$ cat src/rtl/uart_pkg.sv
package uart_pkg;
  parameter int MAX_DATA = 9;
  parameter int FRAME_W  = MAX_DATA + 4;  // start + data + parity + 2 stop
  parameter int OVS      = 16;

  typedef struct packed {
    logic [1:0] len;
    logic       msb_first;
    logic       par_en;
    logic       par_odd;
    logic       stop2;
  } frame_cfg_t;

  typedef enum logic [2:0] {RX_IDLE, RX_START, RX_DATA, RX_PAR, RX_STOP} rx_state_e;

  function automatic logic [3:0] data_bits(input logic [1:0] len);
    case (len)
      2'd1:    data_bits = 4'd7;
      2'd2:    data_bits = 4'd9;
      default: data_bits = 4'd8;
    endcase
  endfunction

  // reversal within nb bits; its own inverse, so rx and tx share it
  function automatic logic [MAX_DATA-1:0] order_bits(input logic [MAX_DATA-1:0] d,
                                                     input logic [3:0] nb,
                                                     input logic msb);
    logic [MAX_DATA-1:0] o;
    logic [3:0] j;
    o = '0;
    for (int i = 0; i < MAX_DATA; i++) begin
      j = nb - 4'd1 - 4'(i);
      if (4'(i) < nb) o[i] = msb ? d[j] : d[i];
    end
    return o;
  endfunction

  function automatic logic parity_of(input logic [MAX_DATA-1:0] d, input logic [3:0] nb);
    logic p;
    p = 1'b0;
    for (int i = 0; i < MAX_DATA; i++)
      if (4'(i) < nb) p ^= d[i];
    return p;
  endfunction
endpackage

$ cat src/rtl/uart_baud_gen.sv
module uart_baud_gen #(
  parameter int PRE_W = 2,
  parameter int DIV_W = 8
) (
  input  logic             clk_i,
  input  logic             rst_ni,
  input  logic [PRE_W-1:0] prescale_i,
  input  logic [DIV_W-1:0] div_i,
  output logic             tick_o
);
  localparam int PCNT_W = 2 * ((1 << PRE_W) - 1) + 1;

  logic [PCNT_W-1:0] pre_q, pre_lim;
  logic [DIV_W-1:0]  div_q;

  // prescale divides by 2*4^n
  always_comb pre_lim = PCNT_W'((32'd2 << {prescale_i, 1'b0}) - 32'd1);

  always_ff @(posedge clk_i or negedge rst_ni) begin
    if (!rst_ni) begin
      pre_q  <= '0;
      div_q  <= '0;
      tick_o <= 1'b0;
    end else begin
      tick_o <= 1'b0;
      if (pre_q >= pre_lim) begin
        pre_q <= '0;
        if (div_q >= div_i) begin
          div_q  <= '0;
          tick_o <= 1'b1;
        end else begin
          div_q <= div_q + 1'b1;
        end
      end else begin
        pre_q <= pre_q + 1'b1;
      end
    end
  end
endmodule

$ cat src/rtl/uart_tx.sv
module uart_tx
  import uart_pkg::*;
(
  input  logic                clk_i,
  input  logic                rst_ni,
  input  logic                tick_i,
  input  logic                en_i,
  input  frame_cfg_t          cfg_i,
  input  logic                wr_i,
  input  logic [MAX_DATA-1:0] data_i,
  output logic                txd_o,
  output logic                tend_o,
  output logic                rdy_irq_o
);
  localparam int CNT_W = $clog2(OVS);

  logic [MAX_DATA-1:0] tdr_q;
  logic                tdr_full_q, busy_q;
  logic [FRAME_W-1:0]  frame_q, frame_nxt;
  logic [3:0]          left_q, total_nxt;
  logic [CNT_W-1:0]    cnt_q;
  logic [3:0]          nb;
  logic [FRAME_W-1:0]  ordx;
  logic                par_bit;

  always_comb begin
    nb        = data_bits(cfg_i.len);
    ordx      = FRAME_W'(order_bits(tdr_q, nb, cfg_i.msb_first));
    par_bit   = parity_of(tdr_q, nb) ^ cfg_i.par_odd;
    frame_nxt = '1;
    frame_nxt[0] = 1'b0;
    for (int j = 1; j < FRAME_W; j++) begin
      if (4'(j) <= nb)                             frame_nxt[j] = ordx[j-1];
      else if (cfg_i.par_en && 4'(j) == nb + 4'd1) frame_nxt[j] = par_bit;
    end
    total_nxt = 4'd2 + nb + {3'd0, cfg_i.par_en} + {3'd0, cfg_i.stop2};
  end

  always_ff @(posedge clk_i or negedge rst_ni) begin
    if (!rst_ni) begin
      tdr_q      <= '0;
      tdr_full_q <= 1'b0;
      busy_q     <= 1'b0;
      frame_q    <= '1;
      left_q     <= '0;
      cnt_q      <= '0;
      tend_o     <= 1'b1;
      rdy_irq_o  <= 1'b0;
    end else begin
      rdy_irq_o <= 1'b0;
      if (!en_i) begin
        tdr_full_q <= 1'b0;
        busy_q     <= 1'b0;
        frame_q    <= '1;
        cnt_q      <= '0;
        tend_o     <= 1'b1;
      end else begin
        if (tick_i) begin
          if (!busy_q || (cnt_q == CNT_W'(OVS - 1) && left_q == 4'd1)) begin
            cnt_q <= '0;
            if (tdr_full_q) begin
              frame_q    <= frame_nxt;
              left_q     <= total_nxt;
              busy_q     <= 1'b1;
              tdr_full_q <= 1'b0;
              rdy_irq_o  <= 1'b1;
            end else if (busy_q) begin
              busy_q <= 1'b0;
              tend_o <= 1'b1;
            end
          end else if (cnt_q == CNT_W'(OVS - 1)) begin
            cnt_q   <= '0;
            frame_q <= {1'b1, frame_q[FRAME_W-1:1]};
            left_q  <= left_q - 4'd1;
          end else begin
            cnt_q <= cnt_q + 1'b1;
          end
        end
        // after tick handling so an accepted write wins over tend set
        if (wr_i && !tdr_full_q) begin
          tdr_q      <= data_i;
          tdr_full_q <= 1'b1;
          tend_o     <= 1'b0;
        end
      end
    end
  end

  assign txd_o = busy_q ? frame_q[0] : 1'b1;
endmodule

$ cat src/rtl/uart_rx.sv
module uart_rx
  import uart_pkg::*;
(
  input  logic                clk_i,
  input  logic                rst_ni,
  input  logic                tick_i,
  input  logic                en_i,
  input  frame_cfg_t          cfg_i,
  input  logic                rxd_i,
  input  logic                rd_i,
  input  logic [2:0]          clr_i,
  output logic [MAX_DATA-1:0] data_o,
  output logic                valid_o,
  output logic                per_o,
  output logic                fer_o,
  output logic                orer_o,
  output logic                full_irq_o
);
  localparam int CNT_W = $clog2(OVS);
  localparam logic [CNT_W-1:0] MID = CNT_W'(OVS / 2 - 1);

  rx_state_e           state_q;
  frame_cfg_t          cfg_q;
  logic [2:0]          sync_q;
  logic [CNT_W-1:0]    cnt_q;
  logic [3:0]          idx_q, nb;
  logic [MAX_DATA-1:0] raw_q, data_w;
  logic                par_q, line, fall, perr;

  assign line = sync_q[1];
  assign fall = sync_q[2] & ~sync_q[1];

  always_comb begin
    nb     = data_bits(cfg_q.len);
    data_w = order_bits(raw_q, nb, cfg_q.msb_first);
    perr   = cfg_q.par_en && ((parity_of(raw_q, nb) ^ par_q) != cfg_q.par_odd);
  end

  always_ff @(posedge clk_i or negedge rst_ni) begin
    if (!rst_ni) begin
      state_q    <= RX_IDLE;
      cfg_q      <= '0;
      sync_q     <= '1;
      cnt_q      <= '0;
      idx_q      <= '0;
      raw_q      <= '0;
      par_q      <= 1'b0;
      data_o     <= '0;
      valid_o    <= 1'b0;
      per_o      <= 1'b0;
      fer_o      <= 1'b0;
      orer_o     <= 1'b0;
      full_irq_o <= 1'b0;
    end else begin
      full_irq_o <= 1'b0;
      sync_q     <= {sync_q[1:0], rxd_i};
      if (rd_i)     valid_o <= 1'b0;
      if (clr_i[0]) per_o   <= 1'b0;
      if (clr_i[1]) fer_o   <= 1'b0;
      if (clr_i[2]) orer_o  <= 1'b0;
      if (!en_i) begin
        state_q <= RX_IDLE;
      end else if (state_q == RX_IDLE) begin
        if (fall) begin
          state_q <= RX_START;
          cnt_q   <= '0;
          cfg_q   <= cfg_i;
        end
      end else if (tick_i) begin
        cnt_q <= cnt_q + 1'b1;
        if (cnt_q == MID) begin
          unique case (state_q)
            RX_START: begin
              if (line) state_q <= RX_IDLE;  // glitch, not a start bit
              else begin
                state_q <= RX_DATA;
                idx_q   <= '0;
                raw_q   <= '0;
              end
            end
            RX_DATA: begin
              raw_q[idx_q] <= line;
              if (idx_q == nb - 4'd1) state_q <= cfg_q.par_en ? RX_PAR : RX_STOP;
              else idx_q <= idx_q + 4'd1;
            end
            RX_PAR: begin
              par_q   <= line;
              state_q <= RX_STOP;
            end
            RX_STOP: begin
              state_q <= RX_IDLE;
              if (valid_o || orer_o) begin
                orer_o <= 1'b1;
              end else begin
                data_o     <= data_w;
                valid_o    <= 1'b1;
                full_irq_o <= 1'b1;
                if (perr)  per_o <= 1'b1;
                if (!line) fer_o <= 1'b1;
              end
            end
            default: state_q <= RX_IDLE;
          endcase
        end
      end
    end
  end
endmodule

$ cat src/rtl/uart_core.sv
module uart_core
  import uart_pkg::*;
#(
  parameter int PRE_W = 2,
  parameter int DIV_W = 8
) (
  input  logic                clk_i,
  input  logic                rst_ni,
  input  logic [1:0]          cfg_len_i,
  input  logic                cfg_msb_first_i,
  input  logic                cfg_par_en_i,
  input  logic                cfg_par_odd_i,
  input  logic                cfg_stop2_i,
  input  logic [PRE_W-1:0]    cfg_prescale_i,
  input  logic [DIV_W-1:0]    cfg_div_i,
  input  logic                tx_en_i,
  input  logic                rx_en_i,
  input  logic                tx_wr_i,
  input  logic [MAX_DATA-1:0] tx_data_i,
  input  logic                rx_rd_i,
  input  logic [2:0]          err_clr_i,
  input  logic                rxd_i,
  output logic                txd_o,
  output logic [MAX_DATA-1:0] rx_data_o,
  output logic                rx_valid_o,
  output logic                tend_o,
  output logic                per_o,
  output logic                fer_o,
  output logic                orer_o,
  output logic                irq_rx_o,
  output logic                irq_tx_o
);
  frame_cfg_t cfg;
  logic       tick;

  assign cfg.len       = cfg_len_i;
  assign cfg.msb_first = cfg_msb_first_i;
  assign cfg.par_en    = cfg_par_en_i;
  assign cfg.par_odd   = cfg_par_odd_i;
  assign cfg.stop2     = cfg_stop2_i;

  uart_baud_gen #(.PRE_W(PRE_W), .DIV_W(DIV_W)) u_baud (
    .clk_i      (clk_i),
    .rst_ni     (rst_ni),
    .prescale_i (cfg_prescale_i),
    .div_i      (cfg_div_i),
    .tick_o     (tick)
  );

  uart_tx u_tx (
    .clk_i     (clk_i),
    .rst_ni    (rst_ni),
    .tick_i    (tick),
    .en_i      (tx_en_i),
    .cfg_i     (cfg),
    .wr_i      (tx_wr_i),
    .data_i    (tx_data_i),
    .txd_o     (txd_o),
    .tend_o    (tend_o),
    .rdy_irq_o (irq_tx_o)
  );

  uart_rx u_rx (
    .clk_i      (clk_i),
    .rst_ni     (rst_ni),
    .tick_i     (tick),
    .en_i       (rx_en_i),
    .cfg_i      (cfg),
    .rxd_i      (rxd_i),
    .rd_i       (rx_rd_i),
    .clr_i      (err_clr_i),
    .data_o     (rx_data_o),
    .valid_o    (rx_valid_o),
    .per_o      (per_o),
    .fer_o      (fer_o),
    .orer_o     (orer_o),
    .full_irq_o (irq_rx_o)
  );
endmodule

$ cat config.mk
export PLATFORM = sky130hd
export DESIGN_NAME = uart_core
export DESIGN_NICKNAME = d
export VERILOG_FILES = /design/src/rtl/uart_pkg.sv /design/src/rtl/uart_baud_gen.sv /design/src/rtl/uart_tx.sv /design/src/rtl/uart_rx.sv /design/src/rtl/uart_core.sv
export SDC_FILE = /design/constraint.sdc
export NUM_CORES = 1
export LEC_CHECK = 0
export BUFFER_PORTS_ARGS = -buffer_cell sky130_fd_sc_hd__clkbuf_2
export CORE_ASPECT_RATIO = 0.7
export CORE_UTILIZATION = 50
export DETAILED_ROUTE_END_ITERATION = 8
export HOLD_SLACK_MARGIN = 0.12
export PLACE_DENSITY_LB_ADDON = 0.15
export SYNTH_ARGS = -nofsm -noshare
export SYNTH_HDL_FRONTEND = slang
export SYNTH_SLANG_ARGS = --single-unit
$ cat constraint.sdc
create_clock -name clk_i -period 3.2 [get_ports clk_i]
set_clock_uncertainty 0.15 [all_clocks]
set_input_delay 0.32 -clock clk_i [delete_from_list [all_inputs] [get_ports clk_i]]
set_output_delay 0.32 -clock clk_i [all_outputs]
set_load 0.005 [all_outputs]
==> impl_metrics.env, run 1 <==
export IMPL_tightest_slew_ns=1.071
export IMPL_io_buffers=51
export IMPL_ir_drop_mv=0.3483
export IMPL_ys_types=71
export IMPL_die_height_um=92.42
export IMPL_die_w_um=131.2
export IMPL_overflow=0
export IMPL_critical_path_buf_inv_count=2
export IMPL_period_needed_ns=2.763
export IMPL_cts_resized_gates=0
export IMPL_combPwrFrac_pct=32.6
export IMPL_crit_type="in2reg"
export IMPL_powerDensity_nw_per_um2=589.6
export IMPL_vias_per_cell=5.671
export IMPL_antenna_cells=0
export IMPL_yosys_top_cells_area="dfrtp_1 (33%), dfstp_2 (7.6%), ha_1 (7.1%)"
export IMPL_io_pins=52
export IMPL_synth_top_area_share_pct=32.57
export IMPL_path_common_cell="xnor3_1"
export IMPL_relSlewSlack_pct=28.32
export IMPL_grt_use_total_pct=23.45
export IMPL_intPower_mw=2.603
export IMPL_cts_buffer_depth=2
export IMPL_status="complete, no violations"
export IMPL_dieArea_um2=12120
export IMPL_rsz0062_at_grt="false"
export IMPL_drcViolationCount=0
export IMPL_postSynthCellCount=625
export IMPL_power_switching_share_pct=34.32
export IMPL_setup_tns_ns=0
export IMPL_ys_seq_area_share_pct=40.22
export IMPL_post_drt_wl_per_cell_um=15.57
export IMPL_grt_start_max_net_pins=49
export IMPL_vias=4792
export IMPL_area_delta_synth_final_pct=15.11
export IMPL_cp_max_fo=12
export IMPL_post_synth_top_count_cell="nand2_1"
export IMPL_drtPass1Iterations=5
export IMPL_drive_above_1_share_pct=17.77
export IMPL_syn_area_um2=5839
export IMPL_hold_path_class="in2reg"
export IMPL_clk_pin_slew_worst_paths_ns=0.07
export IMPL_report_final_slew_viol_count=0
export IMPL_synth_edf_count=0
export IMPL_p_sw_mw=1.360
export IMPL_initial_core_util_pct=52.27
export IMPL_finalSetupViolCount=0
export IMPL_cts_tree="yes"
export IMPL_ant_nets=0
export IMPL_cts_sinks=93
export IMPL_finalWeightedCongestion=0.8777
export IMPL_hpwl_um=9688
export IMPL_grt_pass1_wl_um=22740
export IMPL_setup_ws_ns=0.4371
export IMPL_core_um2=11170
export IMPL_cp_arrival_ns=2.85
export IMPL_cts_buffers=9
export IMPL_synth_largest_area_cell="dfrtp_1"
export IMPL_fillers=958
export IMPL_crit_slowest_cell="ha_1"
export IMPL_p_leak_nw=3.117
export IMPL_async_reset_ff_share_pct=100.0
export IMPL_cts_htree_levels=3
export IMPL_crit_path_end_kind="flop"
export IMPL_cp_top_family="buffers and inverters"
export IMPL_synth_common_cells="nand2_1 (89), dfrtp_1 (76), o21ai_0 (52)"
export IMPL_pwr_share_seq_pct=39.7
export IMPL_power_frac_clock_pct=27.8
export IMPL_drv_cap=0
export IMPL_initialDrtViolationCount=351
export IMPL_clk_latency_ns=0.34
export IMPL_ys_warn_count=0
export IMPL_row_count=32
export IMPL_antenna_found_initial=0
export IMPL_routed_wl_um=13160
export IMPL_max_stage_delay_ns=0.63
export IMPL_post_place_ws_ns=0.5438
export IMPL_first_global_vias=4497
export IMPL_ys_ff_latch=93
export IMPL_start_kind="primary input"
export IMPL_path_cells="dlygate4sd3_1 > clkbuf_2 > ha_1 > a21boi_2 > xnor3_1 > xnor3_1 > nand2_1 > o311ai_0 > nand4_1"
export IMPL_hold_slack_ns=0.1298
export IMPL_synthFlopType="dfrtp_1"
export IMPL_hold_viol_final=0
export IMPL_syn_nets=694
export IMPL_synth_avg_cell_area_um2=9.343
export IMPL_period_share_pct=86.34
export IMPL_required_ns=3.29
export IMPL_max_freq_mhz=361.9
export IMPL_root_buffer="clkbuf_16"
export IMPL_nets=756
==> logic make-up after synthesis <==
group                      count (synthesis)  synth area share (%)
AOI/OAI and AO/OA                        154                 17.48
and+or+nand+nor                          217                 17.64
adders and majority gates                 34                 7.414
xor gates and xnor gates                  27                 4.971
buffers and inverters                     61                 4.392
DFF                                       93                 40.22
muxes                                     39                 7.885
==> metal layers <==
layer | wire, um | share of wire [%] | up-vias | GRT usage, %
met5 | 0 | 0 | - | 0
met4 | 129 | 0.98 | 0 | 5.588
met3 | 617 | 4.7 | 11 | 4.269
met2 | 5685 | 43 | 115 | 35.46
met1 | 6725 | 51 | 2311 | 34.64
li1 | - | - | 2355 | -
==> what timing repair did <==
action	4_1_cts	5_1_grt
endpoints found under the hold margin	58	0
buffers inserted	0	0
hold buffers	17	0
==> cells in the final DEF, fill, tap and decap left out, types with 4 or more instances in the layout <==
master,Yosys,routed
or3_1,4,4
and3_1,6,6
dfstp_2,17,17
nor3_1,9,9
xnor2_1,17,17
dfrtp_1,76,76
o211ai_1,10,10
mux2_2,16,16
nor3b_1,5,5
nor2b_1,7,7
a211oi_1,5,5
dlygate4sd3_1,0,17
buf_4,3,8
o21a_1,4,4
nand2_1,89,89
nand3_1,27,27
a21o_1,6,6
o221ai_1,4,4
mux4_2,4,4
clkbuf_16,0,9
clkbuf_2,0,50
a21oi_1,30,30
o31ai_1,5,5
inv_1,35,35
ha_1,33,33
mux2i_1,19,19
o21ai_0,52,52
xor2_1,6,6
nand2b_1,12,12
o22ai_1,4,4
and2_1,6,6
nand4_1,6,6
nor2_1,33,33
==> registers in the layout, summed over array words and instances, names as in the netlist, 5 cells and up <==
name          cells
u_baud.pre_q      7
u_rx.raw_q        9
u_tx.frame_q     13
u_baud.div_q      8
u_tx.tdr_q        9
u_rx.cfg_q        5
u_rx.data_o       9
==> final timing paths <==
check                               startpoint         endpoint  slack, ns  cells past startpoint
worst max-delay path              cfg_len_i[1]  u_tx.frame_q[9]       0.44                      9
worst max register to register   u_rx.cfg_q[4]   u_rx.data_o[3]       0.52                      9
worst min register to register  u_rx.sync_q[0]   u_rx.sync_q[1]       0.21                      0
max in group asynchronous               rst_ni  u_tx.frame_q[5]       1.81                      3
min in group asynchronous               rst_ni    u_rx.raw_q[4]       0.38                      2
worst min-delay path              cfg_len_i[0]    u_rx.cfg_q[4]       0.13                      3
==> power groups by stage <==
stage,clock [mW],combinational (mW),sequential [mW]
6_report,1.10,1.29,1.57
5_1_grt,1.18,1.46,1.60
4_1_cts,1.12,1.29,1.57
3_5_place_dp,0,1.27,1.59
3_3_place_gp,0,1.22,1.58
2_1_floorplan,0,1.03,1.51
==> worst min-delay path, stage by stage <==
cell	delay (ns)
clkbuf_2	0.11
nand2_1	0.07
o21ai_0	0.07
==> cell type report <==
class / count / area, um^2 / share of cell area [%]
Inverter: 36 / 135.1 / 2.010
Tap cell: 153 / 191.4 / 2.848
Timing Repair Buffer: 76 / 500.5 / 7.446
Sequential cell: 93 / 2349 / 34.94
Clock buffer: 12 / 256.5 / 3.816
Clock inverter: 4 / 55.05 / 0.8191
Multi-Input combinational cell: 471 / 3234 / 48.12
==> per-stage QoR <==
| stage | total power [mW] | cell area [um^2] | util, % | cells |
|---|---|---|---|---|
| floorplan | 2.535 | 5839 | - | 625 |
| global placement | 2.803 | 6240 | 55.86 | 812 |
| detailed placement | 2.852 | 6240 | 55.86 | 812 |
| CTS | 3.988 | 6721 | 60.17 | 845 |
| global route | 4.241 | 6721 | 60.17 | 845 |
| finish | 3.963 | 6721 | 60.17 | 845 |
(Power assumes the default switching activity.)
==> run 2: changes to the inputs <==
--- a/config.mk
+++ b/config.mk
@@ -5,8 +5,10 @@
 export SDC_FILE = /design/constraint.sdc
 export NUM_CORES = 1
 export LEC_CHECK = 0
+export ABC_AREA = 1
 export BUFFER_PORTS_ARGS = -buffer_cell sky130_fd_sc_hd__clkbuf_2
 export CORE_ASPECT_RATIO = 0.7
+export CORE_MARGIN = 2
 export CORE_UTILIZATION = 50
 export DETAILED_ROUTE_END_ITERATION = 8
 export HOLD_SLACK_MARGIN = 0.12
==> impl_metrics.env, run 2 <==
export IMPL_status="complete, no violations"
export IMPL_root_buffer="clkbuf_16"
export IMPL_timing_rr_start="u_rx.cfg_q[4]"
export IMPL_area_delta_synth_final_pct=13.87
export IMPL_cts_sinks=93
export IMPL_tightest_slew_ns=0.6219
export IMPL_crit_end="u_rx.per_o"
export IMPL_largest_register="u_tx.frame_q"
export IMPL_largest_reg_flops=13
export IMPL_cp_max_fo=20
export IMPL_power_mw=4.120
export IMPL_ys_warn_count=0
export IMPL_reg2reg_to="u_rx.per_o"
export IMPL_finalSetupViolCount=0
export IMPL_initial_core_util_pct=51.31
export IMPL_syn_area_um2=6017
export IMPL_clk_latency_ns=0.34
export IMPL_intPower_mw=2.584
export IMPL_die_w_um=135.1
export IMPL_post_synth_top_count_cell="nand2_1"
export IMPL_final_cell_mix="nand2_1 (199), inv_1 (109), dfrtp_1 (76)"
export IMPL_fin_area_um2=6852
export IMPL_post_route_util_pct=58.43
export IMPL_synth_compound_area_share_pct=16.26
export IMPL_synth_avg_cell_area_um2=7.597
export IMPL_pwr_share_seq_pct=38.1
export IMPL_p_leak_nw=3.557
export IMPL_row_count=33
export IMPL_ys_seq_area_share_pct=39.03
export IMPL_vias=5435
export IMPL_drv_cap=0
export IMPL_combPwrFrac_pct=32.9
export IMPL_postSynthCellCount=792
export IMPL_start_kind="flop"
export IMPL_synth_edf_count=0
export IMPL_path_common_cell="nand2_1"
export IMPL_die_height_um=95.78
export IMPL_synth_top_area_share_pct=31.61
export IMPL_ant_nets=0
export IMPL_synth_top_family_by_area="simple AND/OR/NAND/NOR gates"
export IMPL_core_um2=11730
export IMPL_vias_per_cell=5.355
export IMPL_grt_start_max_net_pins=52
export IMPL_p_sw_mw=1.537
export IMPL_report_final_slew_viol_count=0
export IMPL_final_common_cell="nand2_1"
export IMPL_path_cells="inv_1 > ha_1 > nand2_1 > inv_1 > nor2_1 > or2_1 > nand2_1 > nand2_1 > nand3b_1 > nand2_1 > nand2_1 > nand2_1 > nand2_1 > nand2_1"
export IMPL_startpoint="u_rx.cfg_q[4]"
export IMPL_hpwl_um=11090
export IMPL_rsz0062_at_grt="false"
export IMPL_overflow=0
export IMPL_power_frac_clock_pct=28.9
export IMPL_postPlaceCellArea_um2=6374
export IMPL_syn_nets=861
export IMPL_initialDrtViolationCount=415
export IMPL_post_place_ws_ns=0.7128
export IMPL_synth_fa_ha_area_share_pct=7.195
export IMPL_cp_arrival_ns=2.56
export IMPL_crit_path_end_kind="flop"
export IMPL_setup_tns_ns=0
export IMPL_cts_buffers=9
export IMPL_synthFlopType="dfrtp_1"
export IMPL_cts_resized_gates=0
export IMPL_period_share_pct=77.22
export IMPL_max_freq_mhz=404.7
export IMPL_powerDensity_nw_per_um2=601.4
export IMPL_async_reset_ff_share_pct=100.0
export IMPL_whs_path_depth=3
export IMPL_hold_viol_final=0
export IMPL_post_cts_buffers=0
export IMPL_reg2reg_depth=14
export IMPL_routed_wl_um=14590
export IMPL_synth_common_cells="nand2_1 (199), inv_1 (109), dfrtp_1 (76)"
export IMPL_crit_type="reg2reg"
export IMPL_crit_slowest_cell="ha_1"
export IMPL_hold_path_class="in2reg"
export IMPL_ys_types=49
export IMPL_io_pins=52
export IMPL_grt_pass1_wl_um=24610
export IMPL_required_ns=3.29
export IMPL_relSlewSlack_pct=58.42
export IMPL_finalWeightedCongestion=0.9309
export IMPL_cts_hold_buf=15
export IMPL_power_switching_share_pct=37.30
export IMPL_ir_drop_mv=0.3101
export IMPL_yosys_top_cells_area="dfrtp_1 (32%), nand2_1 (12%), dfstp_2 (7.4%)"
export IMPL_antenna_found_initial=0
export IMPL_ys_ff_latch=93
export IMPL_grt_use_total_pct=24.05
export IMPL_synth_largest_area_cell="dfrtp_1"
export IMPL_max_stage_delay_ns=0.63
export IMPL_drcViolationCount=0
export IMPL_period_needed_ns=2.471
export IMPL_dieArea_um2=12940
export IMPL_nets=922
export IMPL_antenna_cells=0
export IMPL_clk_pin_slew_worst_paths_ns=0.07
export IMPL_setup_ws_ns=0.7288
export IMPL_io_buffers=51
export IMPL_synth_simple_area_share_pct=24.54
export IMPL_drive_above_1_share_pct=13.52
export IMPL_synth_xor_area_share_pct=2.766
export IMPL_first_global_vias=4917
export IMPL_synthMuxAreaShare_pct=0.4991
export IMPL_rrSetupSlack_ns=0.73
export IMPL_post_drt_wl_per_cell_um=14.37
export IMPL_drtPass1Iterations=5
export IMPL_cts_htree_levels=3
export IMPL_cts_buffer_depth=2
export IMPL_cts_tree="yes"
-- run 2: worst min-delay path by stage --
stage,startpoint,to
5_1_grt,tx_wr_i,u_tx.tend_o
4_1_cts,rx_en_i,u_rx.state_q[1]
3_5_place_dp,rst_ni,u_rx.raw_q[1]
2_1_floorplan,rst_ni,u_baud.div_q[0]
6_report,rx_en_i,u_rx.state_q[1]
3_3_place_gp,rst_ni,u_rx.raw_q[5]
-- run 2: cell type report --
type / count / area [um^2]
repair buffers: 69 / 442.9
inverters: 119 / 451.7
fillers: 1087 / 4875
clock buffers: 13 / 260.3
well taps: 157 / 196.4
flip-flops and latches: 93 / 2349
multi-input cells: 561 / 3084
clock inverters: 3 / 67.56
-- run 2: cell families (layout without fill, tap and decap cells) --
logic type	after synthesis	in the layout
fa+ha+maj	34	34
flops	93	93
mux	3	3
buf+inv	138	204
simple gates	331	331
compound gates	174	174
xor+xnor	19	19
-- run 2: power groups by stage --
stage          clock (mW)  sequential (mW)  combinational [mW]
5_1_grt              1.27             1.60                1.58
6_report             1.19             1.57                1.36
3_3_place_gp            0             1.58                1.29
3_5_place_dp            0             1.58                1.33
2_1_floorplan           0             1.52                1.04
4_1_cts              1.21             1.57                1.35
-- run 2: critical path, delay by kind of cell (launching register included) --
| family | cells | cell delay, ns |
|---|---|---|
| buf+inv | 2 | 0.21 |
| fa+ha+maj | 1 | 0.63 |
| flops | 1 | 0.40 |
| simple gates | 11 | 0.97 |
-- run 2: routing by layer --
metal  share of wire, %  global-route usage, %  up-vias
met5                  0                      0        -
met4                1.2                  5.122        0
met3                5.8                  4.687       19
met2                 42                  35.62      148
met1                 51                  36.50     2554
li1                   -                      -     2714
-- run 2: stage by stage --
stage / hold slack, ns / std cells
after floorplan: -0.1256 / 792
after global placement: 0.1953 / 984
after detailed placement: 0.2018 / 984
after CTS: 0.1209 / 1015
after global routing: 0.1413 / 1015
final: 0.1320 / 1015
